==> src/rtl/iso_pulse_decoder.sv <==
module iso_pulse_decoder #(
  parameter int WD_CYCLES = 500,
  parameter int NSUP = 3,
  parameter logic [NSUP-1:0] SUP_MASK = {NSUP{1'b1}}
) (
  input  logic            clk,
  input  logic            rst_n,
  input  logic            set_pulse,
  input  logic            clr_pulse,
  input  logic [NSUP-1:0] supply_ok,
  output logic            out_level,
  output logic            forced
);

  localparam int CW = $clog2(WD_CYCLES + 1);
  localparam logic [CW-1:0] WD_LIM = CW'(WD_CYCLES);

  logic [CW-1:0] gap_cnt;
  logic          lvl_q;
  logic          hold_q;

  wire lockout   = |(~supply_ok & SUP_MASK);
  wire any_pulse = set_pulse | clr_pulse;
  wire expired   = (gap_cnt == WD_LIM);

  always_ff @(posedge clk) begin
    if (!rst_n) begin
      gap_cnt <= WD_LIM;
    end else if (any_pulse) begin
      gap_cnt <= '0;
    end else if (!expired) begin
      gap_cnt <= gap_cnt + 1'b1;
    end
  end

  always_ff @(posedge clk) begin
    if (!rst_n) begin
      lvl_q  <= 1'b0;
      hold_q <= 1'b1;
    end else if (lockout) begin
      lvl_q  <= 1'b0;
      hold_q <= 1'b1;
    end else if (any_pulse) begin
      lvl_q  <= set_pulse & ~clr_pulse;
      hold_q <= 1'b0;
    end else if (expired) begin
      lvl_q  <= 1'b0;
      hold_q <= 1'b1;
    end
  end

  assign forced    = lockout | expired | hold_q;
  assign out_level = lvl_q & ~forced;

  AST_SET_DRIVES: assert property (@(posedge clk) disable iff (!rst_n)
    (set_pulse && !clr_pulse && !lockout) |=> (out_level || lockout));
  AST_RISE_NEEDS_SET: assert property (@(posedge clk) disable iff (!rst_n)
    $rose(out_level) |-> $past(set_pulse));
  AST_CLEAR_WINS: assert property (@(posedge clk) disable iff (!rst_n)
    clr_pulse |=> !out_level);
  AST_WD_TIMEOUT: assert property (@(posedge clk) disable iff (!rst_n)
    (!$past(any_pulse) && $past(gap_cnt) == WD_LIM - 1'b1) |-> (!out_level && forced));
  AST_PULSE_RESTARTS: assert property (@(posedge clk) disable iff (!rst_n)
    any_pulse |=> !expired);
  AST_CNT_BOUND: assert property (@(posedge clk) disable iff (!rst_n)
    gap_cnt <= WD_LIM);
  AST_RECOVERY_WAITS: assert property (@(posedge clk) disable iff (!rst_n)
    ($past(lockout) && !lockout) |-> forced);

endmodule

==> config.mk <==
export PLATFORM = sky130hd
export DESIGN_NAME = iso_pulse_decoder
export DESIGN_NICKNAME = d
export VERILOG_FILES = /design/src/rtl/iso_pulse_decoder.sv
export SDC_FILE = /design/constraint.sdc
export NUM_CORES = 1
export LEC_CHECK = 0
export ABC_AREA = 0
export BUFFER_PORTS_ARGS = -buffer_cell sky130_fd_sc_hd__buf_2
export CAP_MARGIN = 20
export CORE_MARGIN = 2
export CORE_UTILIZATION = 42
export CTS_BUF_LIST = sky130_fd_sc_hd__clkbuf_16
export DETAILED_ROUTE_END_ITERATION = 16
export GPL_TIMING_DRIVEN = 0
export SLEW_MARGIN = 20
export SYNTH_ARGS = -nofsm -noshare
export SYNTH_HDL_FRONTEND = slang
export SYNTH_SLANG_ARGS = --single-unit
==> constraint.sdc <==
create_clock -name clk -period 1.7 [get_ports clk]
set_input_delay 0.255 -clock clk [delete_from_list [all_inputs] [get_ports clk]]
set_output_delay 0.255 -clock clk [all_outputs]
set_load 0.005 [all_outputs]
# After elaboration in Yosys (flattened, before gate mapping)
# Index checks and enable logic that the tools add are counted.
classes:
  mux: 6
  n_eq_ne: 2
  n_bitwise: 9
  n_reduce_logical: 4
  n_addsub: 1
op_table:
  columns: ["op", "count"]
  rows:
  - ["9-bit two-way mux", 2]
  - ["9-bit by 1-bit adder with 9-bit output (second input constant)", 1]
  - ["9-bit equality test (second input constant)", 1]
  - ["1-bit two-way mux", 4]
  - ["4-bit OR reduction", 1]
  - ["1-bit NOT", 3]
  - ["3-bit NOT", 1]
  - ["1-bit bitwise OR", 3]
  - ["3-bit OR reduction", 1]
  - ["1-bit AND", 2]
  - ["2-bit inequality test (second input constant)", 1]
  - ["2-bit nonzero test", 1]
  - ["2-bit OR reduction", 1]
totals:
  output_inout_bits: 2
  input_bits: 7
  regBits: 11

# Depth between registers and ports, before layout
logic_depth:
  word_depth: 6
  ltp_mapped: 5
  mapped_depth_nobuf: 5

# Worst setup path after synthesis
# OpenSTA, ideal clock, no wires.
synth_timing:
  path_type: "flip-flop to output port"
  startpoint: "reg gap_cnt[0]"
  endpoint: "out out_level"
  path_stages_with_launch: 6
  arrival_time_ps: 1288
  path_slack_ps: 157
  path_buffers: 0
  required_time_ps: 1445
  path_cell_list: "dfxtp_1 -> inv_1 -> ha_1 -> and4b_1 -> a21oi_1 -> nor3b_1"
synth_between:
  elab_chain_cells: 5
synth_lines:
  columns: ["item", "line_no", "rtl"]
  rows:
  - ["start: declaration", "18", "logic [CW-1:0] gap_cnt;"]
  - ["start signal: assignment", "32", "gap_cnt <= gap_cnt + 1'b1;"]
  - ["9-bit equality test", "24", "wire expired = (gap_cnt == WD_LIM);"]
  - ["1-bit bitwise OR (2 in a row)", "52", "assign forced = lockout | expired | hold_q;"]
  - ["1-bit NOT", "53", "assign out_level = lvl_q & ~forced;"]
  - ["1-bit AND", "53", null]
  - ["end: declaration", "11", "output logic out_level,"]
# Every way passes these cells.

# Final worst setup path
# Same ends and word-level chain as after synthesis.

==> impl_summary.txt <==
----------------------------------------------------
[Pwr]
  Static Leak ... 0.000300 uW
  Worst IR Drop VDD ... approximately 560 uV
  Power per cell area ... 1020 mW/mm2

[Clock network]
  Clock tree from TritonCTS ... done
  Clock transition time at the flip-flop clock pins of the worst setup and hold paths ... 40 ps
  Count of H-tree levels built during CTS ... 1
  Number of sinks driven by the clock tree ... 11
  CTS Hold Bufs ... 0
  Total CTS buffers ... 3
  Clk Latency, worst-skew pair ... 240 ps
  Root buffer cell ... sky130_fd_sc_hd__clkbuf_16
  Clock Path Buffers ... 2

[Critical path]
  Critical path endpoint category ... output pin
  Crit Path Max Fanout ... 3
  Cells traversed along the worst timing path ... inv_4 -> ha_4 -> and4b_1 -> a21oi_2 -> nor3b_2 -> buf_2
  Stage delay of the slowest cell on the critical path ... 350 ps
  Required time at the worst-slack endpoint ... ~1400 ps
  Kind of start point of the critical path ... flip-flop
  Critical path arrival ... 1450 ps
  Worst path buffer plus inverter count ... 2
  Dominant delay contributor by cell family on the critical path ... simple AND/OR/NAND/NOR gates
  Critical path type ... flip-flop to output pin
  Standard cell with the maximum stage delay on the critical path ... sky130_fd_sc_hd__dfxtp_4

[Drt]
  Aggregate routed wire length ... 1470 um
  Via-per-instance ratio ... 6.10
  Number of design-rule violations left by the first detailed-router iteration ... 11
  Total number of vias ... 598
  DR pass1 iterations ... 4
  Average wire per cell in the routed design ... 15.0 um
  Antenna violation net count after detailed routing ... 0
  Count of unresolved DRC violations after routing ... 0

[Synthesis]
  Number of enable flip-flop cells after synthesis ... 0
  Area of the mapped netlist ... approximately 560 um2
  Count of different cell masters after synthesis ... 24
  Synth Register Bits ... 11
  Fraction of post-synthesis cell area in the top cell type by area ... 0.390
  Number of instances in the synthesized netlist ... 65
  Share of synthesized registers carrying an async set or reset ... 0
  Mux contribution to synthesized area ... 0
  Most frequently used cell type in the post-synthesis netlist ... sky130_fd_sc_hd__dfxtp_1
  Total of warnings raised by yosys ... 0
  Net count of the mapped netlist ... 74
  Sequential cell area fraction in the yosys report ... 0.390
  Xor/xnor share of the synthesized area ... 0.0155
  Commonest cells in the netlist ... 11 x sky130_fd_sc_hd__dfxtp_1, 9 x sky130_fd_sc_hd__nand3_1, 5 x sky130_fd_sc_hd__inv_1, 5 x sky130_fd_sc_hd__o21ai_0
  Simple-gate area share of the yosys netlist ... 0.319
  Combinational family with the most area after synthesis ... simple AND/OR/NAND/NOR gates
  Leading area contributor after synthesis ... sky130_fd_sc_hd__dfxtp_1
  Average instance area after synthesis ... about 8.7 um2
  Area share of fa/ha/maj cells after synthesis ... 0.0443
  Predominant post-synthesis flop cell ... sky130_fd_sc_hd__dfxtp_1
  Top post-synthesis cells by area ... sky130_fd_sc_hd__dfxtp_1 39%, sky130_fd_sc_hd__nand3_1 8.0%, sky130_fd_sc_hd__o211ai_1 5.3%
  Post-synthesis compound-gate area fraction ... 0.197

[Timing]
  Peak Freq ... 0.585 GHz
  Summed negative setup slack over all endpoints ... -9.92 ps
  Hold violation count in the final report ... 0
  Final worst slack ... -9.92 ps
  Final Cycle Share ... 1.01
  Worst slew margin relative to its limit ... 0.714
  Min Clock Period, post-route ... around 1700 ps
  Unrepaired setup endpoints after global routing ... true
  Final hold slack ... 201 ps
  Pins Over Slew Limit ... 0
  Clock Skews ... 5.17 ps
  Number of setup violations in the final report ... 1
  Slew @ Worst Pin ... 427 ps

[Floorplan]
  Chip Width ... 40.7 um
  I/O pin total ... 9
  Number of standard-cell rows in the floorplan ... 13
  Die Area ... roughly 0.0017 mm2
  Vertical extent of the die ... 40.7 um
  Starting Density ... 0.439
  Core ar. ... about 0.0013 mm2

[Global route]
  Antenna violations before repair ... 0
  Overflow left after global routing ... 0
  Via count of the first global-routing pass ... 508
  Overall track demand over capacity in global routing ... 0.230
  Pin count of the biggest net entering global routing ... 9
  First-pass GRT wire length ... roughly 2400 um

[Job]
  Max Cap Viol ... 0

[Status]
  Failing checks ... setup timing
  Outcome ... complete, but fails checks

[Layout]
  Number of non-filler instances in the completed layout ... 98
  Count of fill cells added during filler insertion ... 115
  Final #Nets ... 93
  Synthesis-to-finish area growth ... 37.7%
  End-of-flow core utilization ... 0.605
  Share of layout cells above drive strength 1 ... 0.349
  Antenna cell count ... 0

[Placed design]
  Final HPWL DP ... a little under 900 um
  Port bufs ... 8
  Number of cells after detailed placement ... 88
  Placement Setup Slack ... -57.9 ps
  Weighted congestion reported at the end of routability-driven placement ... 0.773

[Min path]
  Worst Hold Class ... input pin to flip-flop

----------------------------------------------------
==> stage by stage <==
step                instance area [um2]  power [uW]
detailed placement                  623         342
finish                              777         791
floorplan                           564         320
global route                        777         821
global placement                    623         341
CTS                                 759         789
==> path summary, 6_finish.rpt <==
kind | slack, ps | endpoint | cells after the start | from
worst max-delay path | -10 | out_level | 6 | gap_cnt[0]
worst min-delay path | 200 | lvl_q | 2 | clr_pulse
worst max register to register | 190 | gap_cnt[8] | 6 | gap_cnt[1]
worst min register to register | 480 | lvl_q | 2 | lvl_q
==> state kept, by name (all words and copies together) (netlist names) <==
signal   flops
gap_cnt      9
hold_q       1
lvl_q        1
==> worst reg2reg max path: cells and delay by family (launching register included) <==
kind / cells / cell delay [ps]
flops: 1 / 320
fa+ha+maj: 1 / 200
buf+inv: 2 / 220
simple gates: 3 / 710
==> cells by family after synthesis <==
kind of cell,after synthesis
buf+inv,5
fa+ha+maj,2
simple gates,29
xor+xnor,1
compound gates,17
flops,11
==> power by group <==
part / leakage [uW] / switching, uW / total [uW] / internal (uW)
Clock: 0.0000409 / 128 / 440 / 312
Sequential: 0.0000924 / 16.1 / 286 / 270
Combinational: 0.000167 / 34.3 / 64.8 / 30.4
==> layout by cell type, fill, tap and decap left out, drive strengths merged <==
cell type  synthesis  layout
clkinv             0       1
o21ai              5       5
and4b              1       1
nand2              4       4
nor3b              1       1
nor3               2       2
nand4b             1       1
a211oi             1       1
a21oi              4       4
inv                5       5
nand3              9       9
clkbuf             0       3
ha                 2       2
nor2               1       1
o21bai             1       1
a311o              1       1
nand4              3       3
or2                1       1
dfxtp             11      11
and4               1       1
buf                0      14
o211ai             4       4
nand2b             1       1
o311a              1       1
or4                4       4
xnor2              1       1
==> cell type report <==
type / instances / area, um2 / share of cell area
Multi-Input combinational cell: 49 / 347 / 0.446
Timing Repair Buffer: 14 / 85.1 / 0.110
Sequential cell: 11 / 225 / 0.290
Tap cell: 15 / 18.8 / 0.0242
Clock inverter: 1 / 5.00 / 0.00644
Clock buffer: 3 / 75.1 / 0.0966
Inverter: 5 / 21.3 / 0.0274
==> per-layer routing <==
layer | global-route usage | vias to the layer above | share of wire
met5 | 0 | - | 0
met4 | 0.125 | 0 | 0.026
met3 | 0.0652 | 5 | 0.044
met2 | 0.329 | 13 | 0.48
met1 | 0.309 | 293 | 0.45
li1 | - | 287 | -
==> what timing repair did <==
item / CTS / global route
setup buffers: 4 / 2
resized for setup: 8 / 2
endpoints found under the setup margin: 2 / 1
pin swaps: 2 / 1
Power figures use the tool's default switching activity.
